`src/rtl/msgu_pkg.sv`:
```
package msgu_pkg;
   localparam int unsigned ADR_STATUS   = 0;
   localparam int unsigned ADR_OUT_POP  = 1;
   localparam int unsigned ADR_IRQ_POP  = 2;
   localparam int unsigned ADR_IN_PUSH  = 3;
   localparam int unsigned ADR_SIG_BASE = 4;
   localparam int unsigned STAT_OVF_BIT = 31;
   localparam int unsigned STAT_FIELD_W = 8;
   localparam int unsigned MAX_DEPTH    = 127;
endpackage

```
`src/rtl/mbox_fifo.sv`:
```
module mbox_fifo #(
   parameter int unsigned W     = 32,
   parameter int unsigned DEPTH = 4,
   localparam int unsigned CW   = $clog2(DEPTH + 1),
   localparam int unsigned PW   = (DEPTH > 1) ? $clog2(DEPTH) : 1
) (
   input  logic          clk,
   input  logic          rst_n,
   input  logic          push,
   input  logic [W-1:0]  push_data,
   input  logic          pop,
   output logic [W-1:0]  head,
   output logic          full,
   output logic          empty,
   output logic [CW-1:0] count
);
   if (DEPTH < 1 || DEPTH > msgu_pkg::MAX_DEPTH) begin : g_bad_depth
      $error("mbox_fifo: DEPTH out of range");
   end

   if (DEPTH == 1) begin : g_single
      logic [W-1:0] hold_q;
      logic         full_q;
      always_ff @(posedge clk) begin
         if (!rst_n) begin
            full_q <= 1'b0;
            hold_q <= '0;
         end else if (push && !full_q) begin
            full_q <= 1'b1;
            hold_q <= push_data;
         end else if (pop && full_q) begin
            full_q <= 1'b0;
         end
      end
      assign head  = hold_q;
      assign full  = full_q;
      assign empty = !full_q;
      assign count = CW'(full_q);
   end else begin : g_ring
      logic [W-1:0]  mem [DEPTH];
      logic [PW-1:0] wp_q, rp_q;
      logic [CW-1:0] cnt_q;
      logic          do_push, do_pop;

      assign do_push = push && (cnt_q != CW'(DEPTH));
      assign do_pop  = pop && (cnt_q != '0);

      always_ff @(posedge clk) begin
         if (do_push) mem[wp_q] <= push_data;
      end

      always_ff @(posedge clk) begin
         if (!rst_n) begin
            wp_q  <= '0;
            rp_q  <= '0;
            cnt_q <= '0;
         end else begin
            if (do_push) wp_q <= (wp_q == PW'(DEPTH - 1)) ? '0 : wp_q + 1'b1;
            if (do_pop)  rp_q <= (rp_q == PW'(DEPTH - 1)) ? '0 : rp_q + 1'b1;
            cnt_q <= cnt_q + CW'(do_push) - CW'(do_pop);
         end
      end

      assign head  = mem[rp_q];
      assign full  = (cnt_q == CW'(DEPTH));
      assign empty = (cnt_q == '0);
      assign count = cnt_q;
   end

   assert_count_bound_R3: assert property (@(posedge clk) disable iff (!rst_n)
      count <= CW'(DEPTH));

   assert_no_overflow_R3: assert property (@(posedge clk) disable iff (!rst_n)
      (full && push && !pop) |=> (count == CW'(DEPTH)));
endmodule

```
`src/rtl/sig_slot.sv`:
```
module sig_slot #(
   parameter int unsigned W = 32
) (
   input  logic         clk,
   input  logic         rst_n,
   input  logic         wr,
   input  logic [W-1:0] wdata,
   input  logic         take,
   output logic [W-1:0] value,
   output logic         valid
);
   if (W < 1) begin : g_bad_w
      $error("sig_slot: W must be positive");
   end

   logic [W-1:0] val_q;

   always_ff @(posedge clk) begin
      if (!rst_n)              val_q <= '0;
      else if (wr)             val_q <= wdata;
      else if (take && valid)  val_q <= '0;
   end

   assign value = val_q;
   assign valid = (val_q != '0);

   assert_take_clears_R5: assert property (@(posedge clk) disable iff (!rst_n)
      (take && valid && !wr) |=> !valid);

   assert_write_wins_R6: assert property (@(posedge clk) disable iff (!rst_n)
      wr |=> (value == $past(wdata)));
endmodule

```
`src/rtl/msgport_unit.sv`:
```
module msgport_unit #(
   parameter int unsigned DATA_W    = 32,
   parameter int unsigned OUT_DEPTH = 1,
   parameter int unsigned IRQ_DEPTH = 1,
   parameter int unsigned IN_DEPTH  = 4,
   parameter int unsigned NSIG      = 2,
   parameter int unsigned ADDR_W    = 3
) (
   input  logic                   clk,
   input  logic                   rst_n,
   input  logic                   out_valid_i,
   input  logic [DATA_W-1:0]      out_data_i,
   output logic                   out_ready_o,
   input  logic                   irqbox_valid_i,
   input  logic [DATA_W-1:0]      irqbox_data_i,
   output logic                   irqbox_ready_o,
   output logic                   in_valid_o,
   output logic [DATA_W-1:0]      in_data_o,
   input  logic                   in_ready_i,
   input  logic [NSIG-1:0]        sig_take_i,
   output logic [NSIG-1:0]        sig_valid_o,
   output logic [NSIG*DATA_W-1:0] sig_data_o,
   input  logic                   mm_wr_i,
   input  logic                   mm_rd_i,
   input  logic [ADDR_W-1:0]      mm_addr_i,
   input  logic [DATA_W-1:0]      mm_wdata_i,
   output logic [DATA_W-1:0]      mm_rdata_o,
   output logic                   irq_o
);
   import msgu_pkg::*;

   localparam int unsigned OCW = $clog2(OUT_DEPTH + 1);
   localparam int unsigned ICW = $clog2(IRQ_DEPTH + 1);
   localparam int unsigned NCW = $clog2(IN_DEPTH + 1);

   if (DATA_W < STAT_OVF_BIT + 1) begin : g_bad_width
      $error("msgport_unit: DATA_W too small for status word");
   end
   if (NSIG < 1 || ADR_SIG_BASE + NSIG > (1 << ADDR_W)) begin : g_bad_map
      $error("msgport_unit: signal registers do not fit address space");
   end

   localparam logic [ADDR_W-1:0] A_STAT = ADDR_W'(ADR_STATUS);
   localparam logic [ADDR_W-1:0] A_OUT  = ADDR_W'(ADR_OUT_POP);
   localparam logic [ADDR_W-1:0] A_IRQ  = ADDR_W'(ADR_IRQ_POP);
   localparam logic [ADDR_W-1:0] A_IN   = ADDR_W'(ADR_IN_PUSH);

   // Register-port decode
   logic out_pop, irq_pop, in_push, stat_wr;
   assign out_pop = mm_rd_i && (mm_addr_i == A_OUT);
   assign irq_pop = mm_rd_i && (mm_addr_i == A_IRQ);
   assign in_push = mm_wr_i && (mm_addr_i == A_IN);
   assign stat_wr = mm_wr_i && (mm_addr_i == A_STAT);

   // Outbound mailbox
   logic [DATA_W-1:0] out_head;
   logic              out_full, out_empty;
   logic [OCW-1:0]    out_cnt;

   mbox_fifo #(.W(DATA_W), .DEPTH(OUT_DEPTH)) u_out (
      .clk(clk), .rst_n(rst_n),
      .push(out_valid_i), .push_data(out_data_i), .pop(out_pop),
      .head(out_head), .full(out_full), .empty(out_empty), .count(out_cnt)
   );
   assign out_ready_o = !out_full;

   // Interrupt mailbox
   logic [DATA_W-1:0] irq_head;
   logic              irq_full, irq_empty;
   logic [ICW-1:0]    irq_cnt;

   mbox_fifo #(.W(DATA_W), .DEPTH(IRQ_DEPTH)) u_irq (
      .clk(clk), .rst_n(rst_n),
      .push(irqbox_valid_i), .push_data(irqbox_data_i), .pop(irq_pop),
      .head(irq_head), .full(irq_full), .empty(irq_empty), .count(irq_cnt)
   );
   assign irqbox_ready_o = !irq_full;
   assign irq_o          = !irq_empty;

   // Inbound queue
   logic           in_full, in_empty;
   logic [NCW-1:0] in_cnt;

   mbox_fifo #(.W(DATA_W), .DEPTH(IN_DEPTH)) u_in (
      .clk(clk), .rst_n(rst_n),
      .push(in_push), .push_data(mm_wdata_i), .pop(in_ready_i),
      .head(in_data_o), .full(in_full), .empty(in_empty), .count(in_cnt)
   );
   assign in_valid_o = !in_empty;

   // Sticky drop flag
   logic ovf_q;
   always_ff @(posedge clk) begin
      if (!rst_n)                               ovf_q <= 1'b0;
      else if (in_push && in_full)              ovf_q <= 1'b1;
      else if (stat_wr && mm_wdata_i[STAT_OVF_BIT]) ovf_q <= 1'b0;
   end

   // Signal registers
   for (genvar gi = 0; gi < NSIG; gi++) begin : g_sig
      localparam logic [ADDR_W-1:0] A_SIG = ADDR_W'(ADR_SIG_BASE + gi);
      sig_slot #(.W(DATA_W)) u_slot (
         .clk(clk), .rst_n(rst_n),
         .wr(mm_wr_i && (mm_addr_i == A_SIG)), .wdata(mm_wdata_i),
         .take(sig_take_i[gi]),
         .value(sig_data_o[gi*DATA_W +: DATA_W]), .valid(sig_valid_o[gi])
      );
   end

   // Read mux
   logic [DATA_W-1:0] status;
   always_comb begin
      status = '0;
      status[0 +: STAT_FIELD_W]              = STAT_FIELD_W'(out_cnt);
      status[STAT_FIELD_W +: STAT_FIELD_W]   = STAT_FIELD_W'(irq_cnt);
      status[2*STAT_FIELD_W +: STAT_FIELD_W] = STAT_FIELD_W'(in_cnt);
      status[STAT_OVF_BIT]                   = ovf_q;
   end

   always_comb begin
      unique case (mm_addr_i)
         A_STAT:  mm_rdata_o = status;
         A_OUT:   mm_rdata_o = out_empty ? '0 : out_head;
         A_IRQ:   mm_rdata_o = irq_empty ? '0 : irq_head;
         default: mm_rdata_o = '0;
      endcase
   end

   assert_mm_exclusive_R7: assert property (@(posedge clk) disable iff (!rst_n)
      !(mm_wr_i && mm_rd_i));

   assert_tx_stall_R1: assert property (@(posedge clk) disable iff (!rst_n)
      (out_cnt == OCW'(OUT_DEPTH)) |-> !out_ready_o);

   assert_irq_raise_R2: assert property (@(posedge clk) disable iff (!rst_n)
      (irqbox_valid_i && irqbox_ready_o) |=> irq_o);

   assert_rx_empty_R3: assert property (@(posedge clk) disable iff (!rst_n)
      (in_cnt == '0) |-> !in_valid_o);

   assert_drop_sets_ovf_R4: assert property (@(posedge clk) disable iff (!rst_n)
      (in_push && in_full) |=> status[STAT_OVF_BIT]);

   assert_ovf_sticky_R4: assert property (@(posedge clk) disable iff (!rst_n)
      (ovf_q && !stat_wr) |=> ovf_q);
endmodule

```
`config.mk`:
```
export PLATFORM = sky130hd
export DESIGN_NAME = msgport_unit
export DESIGN_NICKNAME = d
export VERILOG_FILES = /design/src/rtl/msgu_pkg.sv /design/src/rtl/mbox_fifo.sv /design/src/rtl/sig_slot.sv /design/src/rtl/msgport_unit.sv
export SDC_FILE = /design/constraint.sdc
export NUM_CORES = 1
export LEC_CHECK = 0
export BUFFER_PORTS_ARGS = -buffer_cell sky130_fd_sc_hd__buf_2
export CAP_MARGIN = 40
export CORE_ASPECT_RATIO = 1.5
export CORE_MARGIN = 3
export CORE_UTILIZATION = 50
export DETAILED_ROUTE_END_ITERATION = 10
export HOLD_SLACK_MARGIN = 0.1
export PLACE_DENSITY = 0.75
export SLEW_MARGIN = 10
export SYNTH_ARGS = -nofsm -noshare
export SYNTH_HDL_FRONTEND = slang
export SYNTH_SLANG_ARGS = --single-unit
```
`constraint.sdc`:
```
create_clock -name clk -period 3.6 [get_ports clk]
set_input_delay 0.72 -clock clk [delete_from_list [all_inputs] [get_ports clk]]
set_output_delay 0.72 -clock clk [all_outputs]
set_load 0.05 [all_outputs]
```
==> results.tsv <==
stage	metric	value	unit
logic_synthesis	ys_warn_count	0	
finish	final_cell_count_no_fill	1379	
global_route	grtUsageMet1	0.277	
worst_setup_path	endpoint_kind	primary output	
global_route	overflow	0	
power_and_ir_drop	ir_drop	0.391	mV
clocking	postCtsHoldBufs	0	
drt	drc	0	
worst_setup_path	crit_buf_inv	2	
drt	routed_via_density	5.59	
sta	rsz0062_at_grt	false	
global_route	antenna_found_initial	0	
finish	fillers	1711	
worst_setup_path	cp_slowest_cell	dfxtp_2	
power_and_ir_drop	power_frac_comb	0.174	
global_route	grt_pass1_wl	42700	um
drt	dr_total_vias	7708	
place	pre_cts_slack	0.826	ns
global_route	grt_usage	0.231	
worst_setup_path	critical_path_class	reg -> out	
worst_setup_path	worstReg2RegStart	u_in.count[2]$_SDFF_PN0_	
finish	drive_above_1_share	0.311	
worst_setup_path	cp-start-kind	flop	
logic_synthesis	ys_ff_latch	268	
logic_synthesis	synth_area_per_cell	12.3	um^2
drt	drtIter0Drc	392	
drt	drtPass1Iterations	5	
worst_hold_path	min_path_type	in -> reg	
finish	utilization	0.620	
place	gp_congestion	0.826	
power_and_ir_drop	sequentialPowerShare	0.436	
sta	max_freq	331	MHz
worst_hold_path	worstHoldStart	mm_rd_i	
logic_synthesis	synth_nets	994	
power_and_ir_drop	clkPwrFrac	0.390	
worst_setup_path	crit_fanout	19	
sta	min_period	3.02	ns
worst_setup_path	required	2.88	ns
run_status	status	finished, final reports clean	
worst_setup_path	cp_cell_sequence	buf_12 > mux4_2 > buf_2	
power_and_ir_drop	power_leakage	5.06	nW
power_and_ir_drop	p_sw_frac	0.274	
finish	nets	1209	
sta	setup_ws	0.580	ns
place	placedCellCount	1334	
sta	finClkSkew	0.00815	ns
floorplan	start_util	0.510	
clocking	cts_root_buf	clkbuf_16	
power_and_ir_drop	p_int	5.69	mW
clocking	cts_made_buffers	25	
sta	period_share	0.839	
clocking	cts.path.max_buffers	3	
logic_synthesis	ys_types	43	
floorplan	core	0.0211	mm^2
sta	hold_viol	0	
logic_synthesis	synth_top_area_share	0.356	
clocking	tritoncts	yes	
logic_synthesis	yosys-top-cells-area	edfxtp_1 36%, dfxtp_1 26%, a21boi_0 7.4%	
worst_setup_path	crit_path_max_incr_delay	0.69	ns
floorplan	die_h	186	um
clocking	cts_resized	0	
sta	relSlewSlack	0.404	
floorplan	num_io_pins	242	
clocking	cts.sinks	268	
place	place_hpwl	18700	um
run	cap_violations	0	
worst_setup_path	arrival	2.30	ns
floorplan	die_w	126	um
place	port-buffer-count	241	
global_route	grt_pass1_vias	7725	
logic_synthesis	synth_seq_area_share	0.616	
finish	area_growth	21.4	%
finish	antennaDiodeCount	0	
sta	slew_violations	0	
global_route	gr-usage-met3	0.0390	
clocking	clock_latency	0.51	ns
global_route	busiest_layer	met2	
power_and_ir_drop	pwr_density_cell	599	mW/mm^2
clocking	postCtsSetupRepairBufs	0	
clocking	cts-htree-levels	1	
clocking	clkTransAtPathRegs	0.07	ns
floorplan	die_area	0.0234	mm^2
power_and_ir_drop	p_total	7.85	mW
sta	tns	0	ns
logic_synthesis	syn-cell-area	0.0108	mm^2
floorplan	row_count	65	
drt	routed_wirelength	27700	um
worst_setup_path	cp_top_family	flip-flops	
power_and_ir_drop	p_sw	2.15	mW
global_route	grt.met2_usage	0.422	
drt	ant_nets	0	
logic_synthesis	synthCells	878	
drt	wire_per_inst	20.1	um
global_route	grt_max_degree	76	
sta	tightest_slew	0.894	ns
sta	setup_viol	0	
logic_synthesis	yosysTopAreaCell	edfxtp_1	
power by group through the flow:
stage                     Sequential (mW)  Combinational, mW  Clock [mW]
after floorplan                      3.44               1.04           0
after global placement               3.49               1.36           0
after detailed placement             3.49               1.38           0
after CTS                            3.42               1.38        3.12
after global routing                 3.44               1.46        3.23
final                                3.42               1.36        3.06
cells by family after synthesis:
logic type / count (synthesis) / share of synthesized area
buf+inv: 82 / 0.0370
flops: 268 / 0.616
mux: 34 / 0.0687
xor+xnor: 2 / 0.00162
compound gates: 171 / 0.121
simple gates: 313 / 0.145
fa+ha+maj: 8 / 0.00997
worst reg2reg max path, stage by stage, from the launching register on:
cell and delay [ns]:
dfxtp_1 0.38, o31ai_1 0.58, inv_1 0.11, ha_1 0.30, inv_1 0.04, ha_1 0.19
fa_1 0.40, xor2_1 0.16, xnor2_1 0.13, and2_1 0.16
cells in the mapped netlist:
library cell / number
nor3_1: 1
buf_6: 5
a21boi_0: 107
a31o_2: 1
a22o_1: 26
xnor2_1: 1
o41ai_1: 1
inv_1: 14
nand2b_1: 2
mux2i_1: 2
buf_4: 8
and4bb_1: 1
a21oi_1: 2
and4bb_4: 1
mux4_2: 32
ha_1: 7
nor2b_1: 4
nand3_1: 2
nand2_1: 200
nor3b_1: 1
edfxtp_1: 128
o21ai_0: 6
o31ai_1: 1
a21boi_1: 21
nor4_1: 16
a31oi_1: 1
nand4bb_1: 1
nor2_1: 2
clkbuf_1: 33
dfxtp_1: 140
fa_1: 1
buf_2: 19
nand3b_1: 64
and4bb_2: 1
nand4_1: 4
nand4b_1: 1
buf_1: 3
a222oi_1: 5
or2_2: 2
or3_1: 1
xor2_1: 1
and4b_1: 2
and2_1: 7
state kept, by name, indices dropped and copies added (netlist names), named ones only:
name                count
u_in.g_ring.mem       128
g_sig.u_slot.value     64
u_irq.head             32
u_out.head             32
u_in.count              3
u_in.g_ring.rp_q        2
u_in.g_ring.wp_q        2
ovf_q                   1
u_irq.count             1
u_out.count             1
routing by layer:
layer	vias to the layer above	share of wire
met4	0	0.027
li1	3591	-
met3	44	0.068
met1	3751	0.38
met5	-	0
met2	322	0.53
layout make-up:
type	instances	area [um^2]	area share
sequential	268	6650	0.507
multi-input combinational	528	3750	0.287
timing repair buffer	256	1350	0.103
clock buffer	26	639	0.0488
tap	268	335	0.0256
clock inverter	19	325	0.0248
inverter	14	52.6	0.00401
through the flow:
| step | area, um^2 | hold WS [ns] |
|---|---|---|
| after CTS | 13100 | 0.389 |
| after global routing | 13100 | 0.399 |
| after global placement | 12100 | 0.457 |
| after detailed placement | 12100 | 0.459 |
| after floorplan | 10800 | 0.443 |
| final | 13100 | 0.409 |
final timing paths:
| kind | depth (start not counted) | slack (ns) | endpoint |
|---|---|---|---|
| worst min-delay path | 2 | 0.41 | u_out.count$_SDFFE_PN0P_ |
| worst max register to register | 9 | 1.06 | u_in.count[2]$_SDFF_PN0_ |
| worst min register to register | 2 | 0.46 | u_out.head[14]$_SDFFE_PN0P_ |
| worst max-delay path | 3 | 0.58 | in_data_o[30] |
placed cells by master, fill, tap and decap left out, drive strengths merged, types with 8 or more instances in the layout:
cell    count
a21boi    128
a22o       26
buf       256
bufinv      9
clkbuf     26
clkinv      8
dfxtp     140
edfxtp    128
inv        15
mux4       32
nand2     200
nand3b     64
nor4       16
Power figures use the tool's default switching activity.
